==> src/rtl/wbuf_pkg.sv <==
package wbuf_pkg;
  typedef enum logic {
    ARB_IDLE   = 1'b0,
    ARB_RDWAIT = 1'b1
  } arb_state_e;
endpackage

==> src/rtl/wbuf_store.sv <==
module wbuf_store #(
  parameter int AW    = 16,
  parameter int DW    = 32,
  parameter int DEPTH = 4
) (
  input  logic          clk,
  input  logic          rst_n,
  input  logic          push,
  input  logic [AW-1:0] push_addr,
  input  logic [DW-1:0] push_data,
  input  logic          pop,
  input  logic [AW-1:0] look_addr,
  output logic          full,
  output logic          empty,
  output logic [AW-1:0] head_addr,
  output logic [DW-1:0] head_data,
  output logic          hit,
  output logic [DW-1:0] hit_data
);
  localparam int PW = (DEPTH > 1) ? $clog2(DEPTH) : 1;
  localparam int CW = $clog2(DEPTH + 1);

  logic [AW-1:0]    ent_addr [DEPTH];
  logic [DW-1:0]    ent_data [DEPTH];
  logic [PW-1:0]    head_q, tail_q;
  logic [CW-1:0]    count_q;
  logic [DEPTH-1:0] slot_match;

  function automatic logic [PW-1:0] wrap_inc(input logic [PW-1:0] p);
    return (p == PW'(DEPTH - 1)) ? '0 : p + 1'b1;
  endfunction

  always_ff @(posedge clk or negedge rst_n) begin
    if (!rst_n) begin
      head_q  <= '0;
      tail_q  <= '0;
      count_q <= '0;
    end else begin
      if (push) tail_q <= wrap_inc(tail_q);
      if (pop)  head_q <= wrap_inc(head_q);
      count_q <= count_q + CW'(push) - CW'(pop);
    end
  end

  always_ff @(posedge clk) begin
    if (push) begin
      ent_addr[tail_q] <= push_addr;
      ent_data[tail_q] <= push_data;
    end
  end

  // per-slot address comparators
  for (genvar g = 0; g < DEPTH; g++) begin : g_cmp
    assign slot_match[g] = (ent_addr[g] == look_addr);
  end

  // walk from oldest to youngest so the last match wins
  always_comb begin
    int s;
    hit      = 1'b0;
    hit_data = '0;
    for (int k = 0; k < DEPTH; k++) begin
      s = (int'(head_q) + k) % DEPTH;
      if ((CW'(k) < count_q) && slot_match[s[PW-1:0]]) begin
        hit      = 1'b1;
        hit_data = ent_data[s[PW-1:0]];
      end
    end
    if (push && (push_addr == look_addr)) begin
      hit      = 1'b1;
      hit_data = push_data;
    end
  end

  assign full      = (count_q == CW'(DEPTH));
  assign empty     = (count_q == '0);
  assign head_addr = ent_addr[head_q];
  assign head_data = ent_data[head_q];

  assert_no_overflow_R2: assert property (@(posedge clk) disable iff (!rst_n)
    push |-> (count_q < CW'(DEPTH)));
  assert_no_underflow_R3: assert property (@(posedge clk) disable iff (!rst_n)
    pop |-> (count_q != '0));
  assert_count_step_R2: assert property (@(posedge clk) disable iff (!rst_n)
    (push && !pop) |=> (count_q == $past(count_q) + 1'b1));
endmodule

==> src/rtl/wbuf_ctrl.sv <==
module wbuf_ctrl
  import wbuf_pkg::*;
#(
  parameter int AW = 16,
  parameter int DW = 32
) (
  input  logic          clk,
  input  logic          rst_n,
  input  logic          rd_valid,
  input  logic [AW-1:0] rd_addr,
  input  logic          hit,
  input  logic [DW-1:0] hit_data,
  input  logic          empty,
  input  logic [AW-1:0] head_addr,
  input  logic [DW-1:0] head_data,
  input  logic          mem_req_ready,
  input  logic          mem_rsp_valid,
  input  logic [DW-1:0] mem_rsp_data,
  output logic          rd_ready,
  output logic          pop,
  output logic          mem_req_valid,
  output logic          mem_req_we,
  output logic [AW-1:0] mem_req_addr,
  output logic [DW-1:0] mem_req_wdata,
  output logic          rsp_valid,
  output logic [DW-1:0] rsp_data
);
  arb_state_e state_q;
  logic idle, miss_go, drain_go, hit_fire, rsp_back;

  assign idle     = (state_q == ARB_IDLE);
  assign miss_go  = idle && rd_valid && !hit;
  assign drain_go = idle && !rd_valid && !empty;
  assign hit_fire = idle && rd_valid && hit;
  assign rsp_back = (state_q == ARB_RDWAIT) && mem_rsp_valid;

  assign mem_req_valid = miss_go || drain_go;
  assign mem_req_we    = drain_go;
  assign mem_req_addr  = miss_go ? rd_addr : head_addr;
  assign mem_req_wdata = head_data;
  assign rd_ready      = idle && (hit || mem_req_ready);
  assign pop           = drain_go && mem_req_ready;

  always_ff @(posedge clk or negedge rst_n) begin
    if (!rst_n) begin
      state_q   <= ARB_IDLE;
      rsp_valid <= 1'b0;
      rsp_data  <= '0;
    end else begin
      if (miss_go && mem_req_ready) state_q <= ARB_RDWAIT;
      else if (rsp_back)            state_q <= ARB_IDLE;
      rsp_valid <= hit_fire || rsp_back;
      if (hit_fire)      rsp_data <= hit_data;
      else if (rsp_back) rsp_data <= mem_rsp_data;
    end
  end

  assert_drain_yields_R4: assert property (@(posedge clk) disable iff (!rst_n)
    (mem_req_valid && mem_req_we) |-> (!rd_valid && !empty));
  assert_hit_no_read_R5: assert property (@(posedge clk) disable iff (!rst_n)
    (rd_valid && rd_ready && hit) |-> !(mem_req_valid && !mem_req_we));
  assert_miss_issue_R6: assert property (@(posedge clk) disable iff (!rst_n)
    (rd_valid && rd_ready && !hit) |-> (mem_req_valid && !mem_req_we && mem_req_addr == rd_addr));
  assert_one_read_R7: assert property (@(posedge clk) disable iff (!rst_n)
    (state_q == ARB_RDWAIT) |-> (!rd_ready && !mem_req_valid));
  assert_rsp_cause_R7: assert property (@(posedge clk) disable iff (!rst_n)
    rsp_valid |-> ($past(rd_valid && rd_ready && hit) || $past(mem_rsp_valid)));
endmodule

==> src/rtl/wbuf_rdprio.sv <==
module wbuf_rdprio #(
  parameter int AW    = 16,
  parameter int DW    = 32,
  parameter int DEPTH = 4
) (
  input  logic          clk,
  input  logic          rst_n,
  input  logic          wr_valid,
  output logic          wr_ready,
  input  logic [AW-1:0] wr_addr,
  input  logic [DW-1:0] wr_data,
  input  logic          rd_valid,
  output logic          rd_ready,
  input  logic [AW-1:0] rd_addr,
  output logic          rsp_valid,
  output logic [DW-1:0] rsp_data,
  output logic          mem_req_valid,
  input  logic          mem_req_ready,
  output logic          mem_req_we,
  output logic [AW-1:0] mem_req_addr,
  output logic [DW-1:0] mem_req_wdata,
  input  logic          mem_rsp_valid,
  input  logic [DW-1:0] mem_rsp_data
);
  logic          full, empty, push, pop, hit;
  logic [AW-1:0] head_addr;
  logic [DW-1:0] head_data, hit_data;

  assign wr_ready = !full;
  assign push     = wr_valid && !full;

  wbuf_store #(.AW(AW), .DW(DW), .DEPTH(DEPTH)) u_store (
    .clk(clk), .rst_n(rst_n),
    .push(push), .push_addr(wr_addr), .push_data(wr_data),
    .pop(pop), .look_addr(rd_addr),
    .full(full), .empty(empty),
    .head_addr(head_addr), .head_data(head_data),
    .hit(hit), .hit_data(hit_data)
  );

  wbuf_ctrl #(.AW(AW), .DW(DW)) u_ctrl (
    .clk(clk), .rst_n(rst_n),
    .rd_valid(rd_valid), .rd_addr(rd_addr),
    .hit(hit), .hit_data(hit_data),
    .empty(empty), .head_addr(head_addr), .head_data(head_data),
    .mem_req_ready(mem_req_ready),
    .mem_rsp_valid(mem_rsp_valid), .mem_rsp_data(mem_rsp_data),
    .rd_ready(rd_ready), .pop(pop),
    .mem_req_valid(mem_req_valid), .mem_req_we(mem_req_we),
    .mem_req_addr(mem_req_addr), .mem_req_wdata(mem_req_wdata),
    .rsp_valid(rsp_valid), .rsp_data(rsp_data)
  );
endmodule

==> config.mk <==
export PLATFORM = sky130hd
export DESIGN_NAME = wbuf_rdprio
export DESIGN_NICKNAME = d
export VERILOG_FILES = /design/src/rtl/wbuf_pkg.sv /design/src/rtl/wbuf_store.sv /design/src/rtl/wbuf_ctrl.sv /design/src/rtl/wbuf_rdprio.sv
export SDC_FILE = /design/constraint.sdc
export NUM_CORES = 1
export LEC_CHECK = 0
export ABC_AREA = 1
export BUFFER_PORTS_ARGS = -buffer_cell sky130_fd_sc_hd__buf_4
export CAP_MARGIN = 5
export CORE_MARGIN = 2
export CORE_UTILIZATION = 64
export CTS_CLUSTER_SIZE = 14
export DETAILED_ROUTE_END_ITERATION = 16
export PLACE_DENSITY = 0.84
export SYNTH_ARGS = -nofsm -noshare
export SYNTH_HDL_FRONTEND = slang
export SYNTH_SLANG_ARGS = --single-unit
==> constraint.sdc <==
create_clock -name clk -period 5.1 [get_ports clk]
set_clock_uncertainty 0.15 [all_clocks]
set_input_delay 1.02 -clock clk [delete_from_list [all_inputs] [get_ports clk]]
set_output_delay 1.02 -clock clk [all_outputs]
set_load 0.05 [all_outputs]
# == Word-level counts from Yosys, hierarchy flattened ==
# Memory sizes are Yosys's and may differ from the RTL's.
# Index checks and enable logic that the tools add are counted.
# word_totals
out_inout_bits,85
elab_cells,84
memories,2
inputBits,102
register_bits,41
mem_bits_rw,192
# memory_table
memory,words,word_bits,read_ports,rd_ports_with_merged_regs,wr,line_no,source
u_store.ent_data,4,32,4,0,1,wbuf_store.sv:24,logic [DW-1:0] ent_data [DEPTH];
u_store.ent_addr,4,16,5,0,1,wbuf_store.sv:23,logic [AW-1:0] ent_addr [DEPTH];
# classes
n_addsub,7
eq_ne,8
reduce_logical,25
n_bitwise,1
mux,27
n_lt_le_gt_ge,8
# op_table
cell,n
2-to-1 mux 32 bit,7
== test 16 bit,5
2-to-1 mux 16 bit,1
logical AND 1 bit,15
2-to-1 mux 1 bit,13
"< comparator 2 x 3 -> 1 bit, second input constant",4
binary-select mux 1 bit (select 2 bit),4
"adder 2 x 1 -> 2 bit, second input constant",3
"< comparator 1 x 3 -> 1 bit, first input constant",2
"< comparator 2 x 3 -> 1 bit, first input constant",2
"adder 2 bit, second input constant",2
"== test 2 bit, second input constant",2
logical NOT 1 bit,4
2-to-1 mux 2 bit,2
nonzero test 2 bit,2
adder 3 x 1 -> 3 bit,1
"== test 3 bit, second input constant",1
logical NOT 3 bit,1
logical OR 1 bit,3
subtractor 3 x 1 -> 3 bit,1
inverter 1 bit,1

# == Depth between registers and ports, before layout ==
# Gate-level depths: netlist of the first run.
# depth
depth_word,13
depth_mapped,19
depth_no_buf,16

# == Hierarchy ==
# A second synthesis of the first run with hierarchy kept.
# hier_totals
cells_unflattened,2098
hier_area_um2,15386.0
# by_module_without_submodules
mod,seq_area_each_um2,cells_each,n_inst,area_per_inst_um2
wbuf_store,5940.7,1710,1,12817.3
wbuf_ctrl,850.8,385,1,2555.0
wbuf_rdprio,0.0,3,1,13.8

# == Worst setup path after synthesis of the first run ==
# Ideal clock, no wire load.
# synth_path
path_kind,input to output
from,input port rd_addr[13]
to,output port mem_req_addr[10]
arrival_time_ns,3.322
cell_stages,15
setup_slack_ns,0.608
required_ns,3.930
n_path_buf,2
path_cell_list,buf_2 -> inv_1 -> nand2_1 -> nand2_1 -> nor2_1 -> nand2_1 -> nor2_1 -> nand3_1 -> nand3_1 -> nand3_2 -> nand3_2 -> inv_1 -> nand3_2 -> buf_2 -> o21ai_0
# synth_via
elab_chain_cells,12
word_cells_on_any_way,26
classes_between,eq/ne (5); mux (14); reduce/logical (7)
# synth_rtl
item,line_no,source
from (decl),wbuf_rdprio.sv:14,"input logic [AW-1:0] rd_addr,"
== test 16 bit,wbuf_store.sv:54,assign slot_match[g] = (ent_addr[g] == look_addr);
binary-select mux 1 bit (select 2 bit),wbuf_store.sv:64,if ((CW'(k) < count_q) && slot_match[s[PW-1:0]]) begin
2-to-1 mux 1 bit (implied by the code),wbuf_store.sv:64,
logical AND 1 bit,wbuf_store.sv:64,
2-to-1 mux 1 bit (4 in series),wbuf_store.sv:64,
2-to-1 mux 1 bit *,wbuf_store.sv:69,if (push && (push_addr == look_addr)) begin
logical NOT 1 bit *,wbuf_ctrl.sv:32,assign miss_go = idle && rd_valid && !hit;
logical AND 1 bit *,wbuf_ctrl.sv:32,
2-to-1 mux 16 bit *,wbuf_ctrl.sv:39,assign mem_req_addr = miss_go ? rd_addr : head_addr;
to (decl),wbuf_rdprio.sv:20,"output logic [AW-1:0] mem_req_addr,"
# Mark *: on every way between the ends. The rest lies on a longest branch, timed or not. The select of a mux whose other input is x is not followed.

# == Worst setup path in the final report of the first run ==
# layout_path
from,register u_store.head_q[1]
to,output port mem_req_addr[3]
# layout_via
elab_chain_cells,11
word_cells_on_any_way,24
classes_between,add/sub (3); mux (14); reduce/logical (6); memory (1)
# layout_rtl
item,line_no,source
from (decl),wbuf_store.sv:25,"logic [PW-1:0] head_q, tail_q;"
from (signal assigned),wbuf_store.sv:40,if (pop) head_q <= wrap_inc(head_q);
adder 2 x 1 -> 2 bit / binary-select mux 1 bit (select 2 bit) (equally long branches),"wbuf_store.sv:63, wbuf_store.sv:64",
binary-select mux 1 bit (select 2 bit) / 2-to-1 mux 1 bit (equally long branches),wbuf_store.sv:64,
2-to-1 mux 1 bit (implied by the code) / logical AND 1 bit (equally long branches),wbuf_store.sv:64,
logical AND 1 bit / 2-to-1 mux 1 bit (equally long branches),wbuf_store.sv:64,
2-to-1 mux 1 bit (3 in series),wbuf_store.sv:64,
2-to-1 mux 1 bit,wbuf_store.sv:69,
logical NOT 1 bit,wbuf_ctrl.sv:32,
logical AND 1 bit,wbuf_ctrl.sv:32,
2-to-1 mux 16 bit *,wbuf_ctrl.sv:39,
# Marked as above.

==> metrics.cfg, run 1 <==
[clocking]
cts_max_level = 1
cts_tree = yes
clock_path_buffers = 3
holdBufCountCts = 0
cts_root_buf = clkbuf_16
post_cts_buffers = 0
clock_latency_ns = 0.52
cts_buffers = 25
path_clk_slew_ns = 0.06
clock_sinks = 233
cts_resized = 0

[setup_path]
critical_path_buf_inv_count = 5
cp.required_ns = 3.93
crit_end = mem_req_addr[3]
r2r_slack_ns = 1.58
worst_path_largest_cell_delay_ns = 0.60
reg2reg_to = u_ctrl.rsp_data[11]
crit_top_cell = buf_4
path_cells = buf_4 > inv_2 > nand3_1 > nand3_1 > nand3_2 > inv_1 > nand3_2 > buf_4 > o21ai_0 > buf_4
crit_slowest_cell = dfrtp_2
critPathCaptureType = output pin
reg2regPathDepth = 9
cp_max_fo = 23
cp.arrival_ns = 3.46
critPathKind = register to output pin
cp-startpoint = u_store.head_q[1]
worstSetupStartpointType = register
worstSetupPathDepth = 10
cp_top_family = buffers and inverters
r2r_start = u_store.head_q[0]

[synthesis]
synth_compound_area_frac = 0.137
synthArstFlopShare = 0.176
synthMuxAreaShare = 0.0443
synthAdderAreaFrac = 0.00918
ys_warn_count = 0
synth_cells = 1862
synth-seq-cells = 233
synth-xor-area-share = 0.0212
synth.distinct_cells = 35
synth_top_family_by_area = simple AND/OR/NAND/NOR gates
synthSimpleGateAreaFrac = 0.234
syn-cell-area_um2 = 14500
syn-num-nets = 1974
synth_edf_count = 192
synth-main-ff-cell = edfxtp_1
ys_seq_area_frac = 0.470
avgSynthCellArea_um2 = 7.76

[floorplan]
initial_core_util = 0.656
ios = 187
core-area_um2 = 22000
fp.dieW_um = 154
dieArea_um2 = 23800
die_h_um = 154
num_rows = 54

[layout]
final_common_cell = nand2_1
n_antenna_cell = 0
drive_above_1_share = 0.157
layout.nets = 2095
final_cell_mix = 473 x nand2_1, 281 x nor2_1, 264 x o21ai_0
syn2layout_area_growth_pct = 15.7
finalNonFillerCells = 2281

[route]
ant_nets = 0
drt_wl_total_mm = 40.9
detail_route.wl_per_cell_um = 17.9
drtIter0Drc = 1431
viasPerCell = 5.90
drc = 0
dr.pass1.iters = 6
routed-via-count = 13500

[sta]
fmax_ghz = 0.216
drv_slew = 0
finalSetupViolations = 0
period_minus_slack_ns = 4.63
period_share = 0.907
rsz0062_at_grt = no
tns_ns = 0
slew_headroom = 0.222
hold_viol_final = 0
worst_pin_slew_ns = 1.17

[job]
maxCapViolCount = 0

[min_path]
hold_class = input port to asynchronous set/reset pin

[global_routing]
antenna_found_initial = 0
grt_pass1_wl_mm = 64.4
grt_pass1_vias = 13000
grt.overflow.total = 0
grt_usage = 0.338
grt_max_degree = 193

[placed_design]
dp_hpwl_mm = 25.5
gp_congestion = 0.962
place_inst = 2236
io_buffers = 186

[run_status]
status = completed

[layout make-up]
class,instances,area (um2)
multi-input combinational,1336,6490
clock inverter,14,125
fill,1589,5300
tap,280,350
clock buffer,31,701
sequential,233,6800
inverter,178,668
timing repair buffer,209,1590
[routing by layer]
layer  GRT usage  share of wire
met5           0              0
met4       0.146          0.031
met1       0.434           0.37
met3      0.0586           0.11
met2       0.569           0.48
[cell families (layout without fill, tap and decap cells)]
| group | Yosys count | in the layout |
|---|---|---|
| buf+inv | 293 | 432 |
| flops | 233 | 233 |
| compound gates | 370 | 370 |
| xor+xnor | 35 | 35 |
| fa+ha+maj | 10 | 10 |
| simple gates | 857 | 857 |
| mux | 64 | 64 |
[cell usage after synthesis, types with 4 or more instances]
cell	number	area, um2
buf_1	14	52.6
nor4_1	5	31.3
buf_6	8	90.1
buf_2	44	220
o21ai_1	4	20.0
nor2_1	286	1070
edfxtp_1	192	5770
inv_2	13	48.8
nand3_2	4	40.0
nor3_1	5	25.0
o21ai_0	264	1320
dfrtp_1	41	1030
xor2_1	34	298
inv_1	165	619
or2_2	6	37.5
mux2i_1	64	641
ha_1	9	113
clkbuf_1	47	176
a21oi_2	28	245
nand3_1	71	355
a21oi_1	69	345
nand4_1	4	25.0
nand2_1	473	1780
[worst reg2reg max path, delay by kind of cell (launching register included)]
kind,cells,cell delay [ns]
fa+ha+maj,1,0.43
compound gates,2,0.62
buf+inv,1,0.08
simple gates,5,1.30
flops,1,0.81
[worst min path at each step]
stage | start | endpoint | slack (ns)
detailed placement | u_ctrl.rsp_data[17] | u_ctrl.rsp_data[17] | 0.36
CTS | rst_n | u_ctrl.rsp_valid | 0.37
global route | rst_n | u_ctrl.rsp_valid | 0.39
global placement | u_ctrl.rsp_data[17] | u_ctrl.rsp_data[17] | 0.35
finish | rst_n | u_ctrl.rsp_valid | 0.35
floorplan | u_ctrl.state_q | u_ctrl.state_q | 0.37
[state kept, by name (all words and copies together), names as in the netlist]
signal and cells:
u_store.ent_data 128, u_store.ent_addr 64, u_ctrl.rsp_data 32, u_store.count_q 3, u_store.head_q 2, u_store.tail_q 2, u_ctrl.rsp_valid 1, u_ctrl.state_q 1
[stage by stage]
stage / util / cell area (um2) / hold WS, ns / setup WS, ns
after global routing: 0.759 / 16700 / 0.394 / 0.315
after CTS: 0.759 / 16700 / 0.368 / 0.521
after global placement: 0.722 / 15900 / 0.350 / 0.722
after detailed placement: 0.722 / 15900 / 0.355 / 0.611
after floorplan: - / 14500 / 0.371 / 0.608
final: 0.759 / 16700 / 0.347 / 0.472
Power of run 1 is not shown: default switching activity piles up to over one toggle a cycle in this logic, so the estimate is an artifact.
==> inputs of run 2 (changes only) <==
--- a/config.mk
+++ b/config.mk
@@ -5,14 +5,14 @@
 export SDC_FILE = /design/constraint.sdc
 export NUM_CORES = 1
 export LEC_CHECK = 0
-export ABC_AREA = 1
+export ABC_AREA = 0
 export BUFFER_PORTS_ARGS = -buffer_cell sky130_fd_sc_hd__buf_4
 export CAP_MARGIN = 5
 export CORE_MARGIN = 2
-export CORE_UTILIZATION = 64
+export CORE_UTILIZATION = 63
 export CTS_CLUSTER_SIZE = 14
 export DETAILED_ROUTE_END_ITERATION = 16
-export PLACE_DENSITY = 0.84
+export PLACE_DENSITY = 0.83
 export SYNTH_ARGS = -nofsm -noshare
 export SYNTH_HDL_FRONTEND = slang
 export SYNTH_SLANG_ARGS = --single-unit
==> metrics.cfg, run 2 <==
[run_status]
status = completed

[global_routing]
grt_pass1_vias = 10600  ; -18%
antenna_found_initial = 0  ; unchanged
grt.overflow.total = 0  ; unchanged
grt_pass1_wl_mm = 59.2  ; -8.1%
grt_max_degree = 76  ; -61%
grt_usage = 0.322  ; -0.0155

[placed_design]
io_buffers = 186  ; unchanged
dp_hpwl_mm = 23.7  ; -7.3%
placed_area_um2 = 15700  ; -1.3%
place_inst = 1453  ; -35%
gp_congestion = 0.860  ; -11%

[synthesis]
synth_common_cells = 192 x edfxtp_1, 114 x mux4_2, 104 x nand2_1
avgSynthCellArea_um2 = 13.3  ; +72%
synth_edf_count = 192  ; unchanged
synth.top_cells.by_area = edfxtp_1 41%, mux4_2 18%, dfrtp_1 7.3%
synth-seq-cells = 233  ; unchanged
synth-main-ff-cell = edfxtp_1
syn-cell-area_um2 = 14100  ; -2.6%
ys_seq_area_frac = 0.483  ; +0.0127
yosysMostFrequentCell = edfxtp_1
synth_cells = 1055  ; -43%
ys_warn_count = 0  ; unchanged
synth_top_area_frac = 0.410  ; +0.0107
syn-num-nets = 1167  ; -41%
synth_largest_area_cell = edfxtp_1
synthArstFlopShare = 0.176  ; unchanged
synth.distinct_cells = 47  ; +34%

[floorplan]
initial_core_util = 0.643  ; -0.0133
die_h_um = 153  ; -0.53%
ios = 187  ; unchanged
dieArea_um2 = 23600  ; -1.1%
num_rows = 54  ; unchanged
fp.dieW_um = 153  ; -0.53%
core-area_um2 = 21900  ; -0.61%

[sta]
rsz0062_at_grt = no
period_minus_slack_ns = 4.99  ; +0.363 ns
finalSetupViolations = 0  ; unchanged
slew_headroom = 0.242  ; +0.0196
period_share = 0.979  ; +0.0712
drv_slew = 0  ; unchanged
worst_pin_slew_ns = 1.14  ; -0.0294 ns
fmax_ghz = 0.200  ; -7.3%
hold_viol_final = 0  ; unchanged
tns_ns = 0  ; unchanged

[power]
p_leak_nw = 6.20
power.total_mw = 10.9
netSwitchingFraction = 0.433
ir_worst_vdd_uv = 492
switchingPower_mw = 4.74
internal-power_mw = 6.21
power.density_nw_per_um2 = 663
comb_power_share = 0.565
seqPwrFrac = 0.270
clock_power_share = 0.164

[setup_path]
cp.arrival_ns = 3.82  ; +0.36 ns
worstSetupStartpointType = input port
reg2reg_to = u_ctrl.rsp_data[1]
r2r_start = u_store.head_q[0]
critPathCaptureType = output pin
critPathKind = input port to output pin
r2r_slack_ns = 1.30  ; -0.28 ns
reg2regPathDepth = 7  ; -2
cp.required_ns = 3.93  ; about the same
cp_max_fo = 17  ; -26%

[clocking]
cts_tree = yes
cts_root_buf = clkbuf_16
clock_sinks = 233  ; unchanged
cts_buffers = 24  ; -4.0%
holdBufCountCts = 0  ; unchanged
clock_latency_ns = 0.53  ; about the same
path_clk_slew_ns = 0.06  ; about the same
clock_path_buffers = 3  ; unchanged
cts_max_level = 1  ; unchanged

[route]
ant_nets = 0  ; unchanged
drc = 0  ; unchanged
detail_route.wl_per_cell_um = 25.7  ; +43%
dr.pass1.iters = 10  ; +4
viasPerCell = 7.03  ; +19%
drt_wl_total_mm = 38.5  ; -5.9%
routed-via-count = 10500  ; -22%
drtIter0Drc = 1120  ; -22%

[layout]
syn2layout_area_growth_pct = 17.2
largest_register_ffs = 128  ; unchanged
final_area_um2 = 16500  ; -1.3%
final_cell_mix = 212 x buf_4, 192 x edfxtp_1, 114 x mux4_2
drive_above_1_share = 0.371  ; +0.214
finalNonFillerCells = 1497  ; -34%
top_regs = u_store.ent_data: 128 flops, u_store.ent_addr: 64 flops, u_ctrl.rsp_data: 32 flops
regMostFlops = u_store.ent_data
final_common_cell = buf_4
n_antenna_cell = 0  ; unchanged
layout.nets = 1311  ; -37%

[job]
maxCapViolCount = 0  ; unchanged

[min_path]
hold_class = input port to asynchronous set/reset pin

[run 2: cell count changes after synthesis, moves of 41 or more]
cell / before / now
mux2i_1: 64 / 0
mux2_2: 0 / 41
inv_1: 165 / 39
xor2_1: 34 / 77
nor2_1: 286 / 42
mux4_2: 0 / 114
o21ai_0: 264 / 34
nand2_1: 473 / 104
[run 2: routing by layer]
layer  global-route usage  routed length (um)  vias up
li1                     -                   -     4453
met1                0.411               13200     5228
met2                0.547               19500      740
met3               0.0649                4580      105
met4                0.130                1220        0
met5                    0                   0        -
[run 2: final cells by class]
type	count	area, um2
multi-input combinational	686	6750
sequential	233	6800
tap	280	350
clock buffer	32	672
inverter	39	146
timing repair buffer	215	1640
fill	1363	5390
clock inverter	12	139
[run 2: metrics by stage]
step	hold slack, ns	utilization	setup slack (ns)
final	0.354	0.754	0.109
after global routing	0.386	0.754	0.0453
after CTS	0.376	0.754	0.132
after detailed placement	0.490	0.717	0.146
after global placement	0.455	0.717	0.201
after floorplan	0.418	-	0.482
[run 2: critical path, stage by stage]
cell	delay [ns]
buf_4	0.15
xor2_1	0.16
nor4_1	0.46
nand4_1	0.24
mux4_2	0.55
a21o_1	0.24
nand4_1	0.09
or2_1	0.17
buf_12	0.18
mux2_2	0.36
buf_4	0.19
[run 2: cells by family (layout without fill, tap and decap cells)]
family          count (synthesis)  in the layout  synth area share
mux                           163            163             0.222
compound gates                202            202             0.118
fa+ha+maj                      10             10           0.00942
xor+xnor                       81             81            0.0504
buf+inv                       136            298            0.0437
flops                         233            233             0.483
simple gates                  230            230            0.0738
[run 2: power groups by stage]
stage | sequential (mW) | combinational, mW | clock [mW]
6_report | 2.96 | 6.19 | 1.80
5_1_grt | 3.01 | 6.54 | 1.88
4_1_cts | 2.95 | 6.19 | 1.81
3_5_place_dp | 2.98 | 6.14 | 0
3_3_place_gp | 2.94 | 6.04 | 0
2_1_floorplan | 3.18 | 4.40 | 0
[run 2: worst max path at each step]
| stage | depth (start not counted) | slack [ns] | endpoint | from |
|---|---|---|---|---|
| floorplan | 11 | 0.48 | mem_req_addr[10] | rd_addr[10] |
| global placement | 11 | 0.20 | mem_req_addr[1] | rd_addr[9] |
| detailed placement | 11 | 0.15 | mem_req_addr[7] | rd_addr[8] |
| CTS | 11 | 0.13 | mem_req_addr[0] | rd_addr[8] |
| global route | 11 | 0.05 | mem_req_addr[0] | rd_addr[8] |
| finish | 11 | 0.11 | mem_req_addr[0] | rd_addr[8] |
[run 2: repair_timing]
action | 4_1_cts | 5_1_grt
setup buffers | 0 | 0
gates resized for setup | 0 | 1
setup endpoints to repair | 0 | 12
Note: power is estimated with default switching activity, not from simulation.
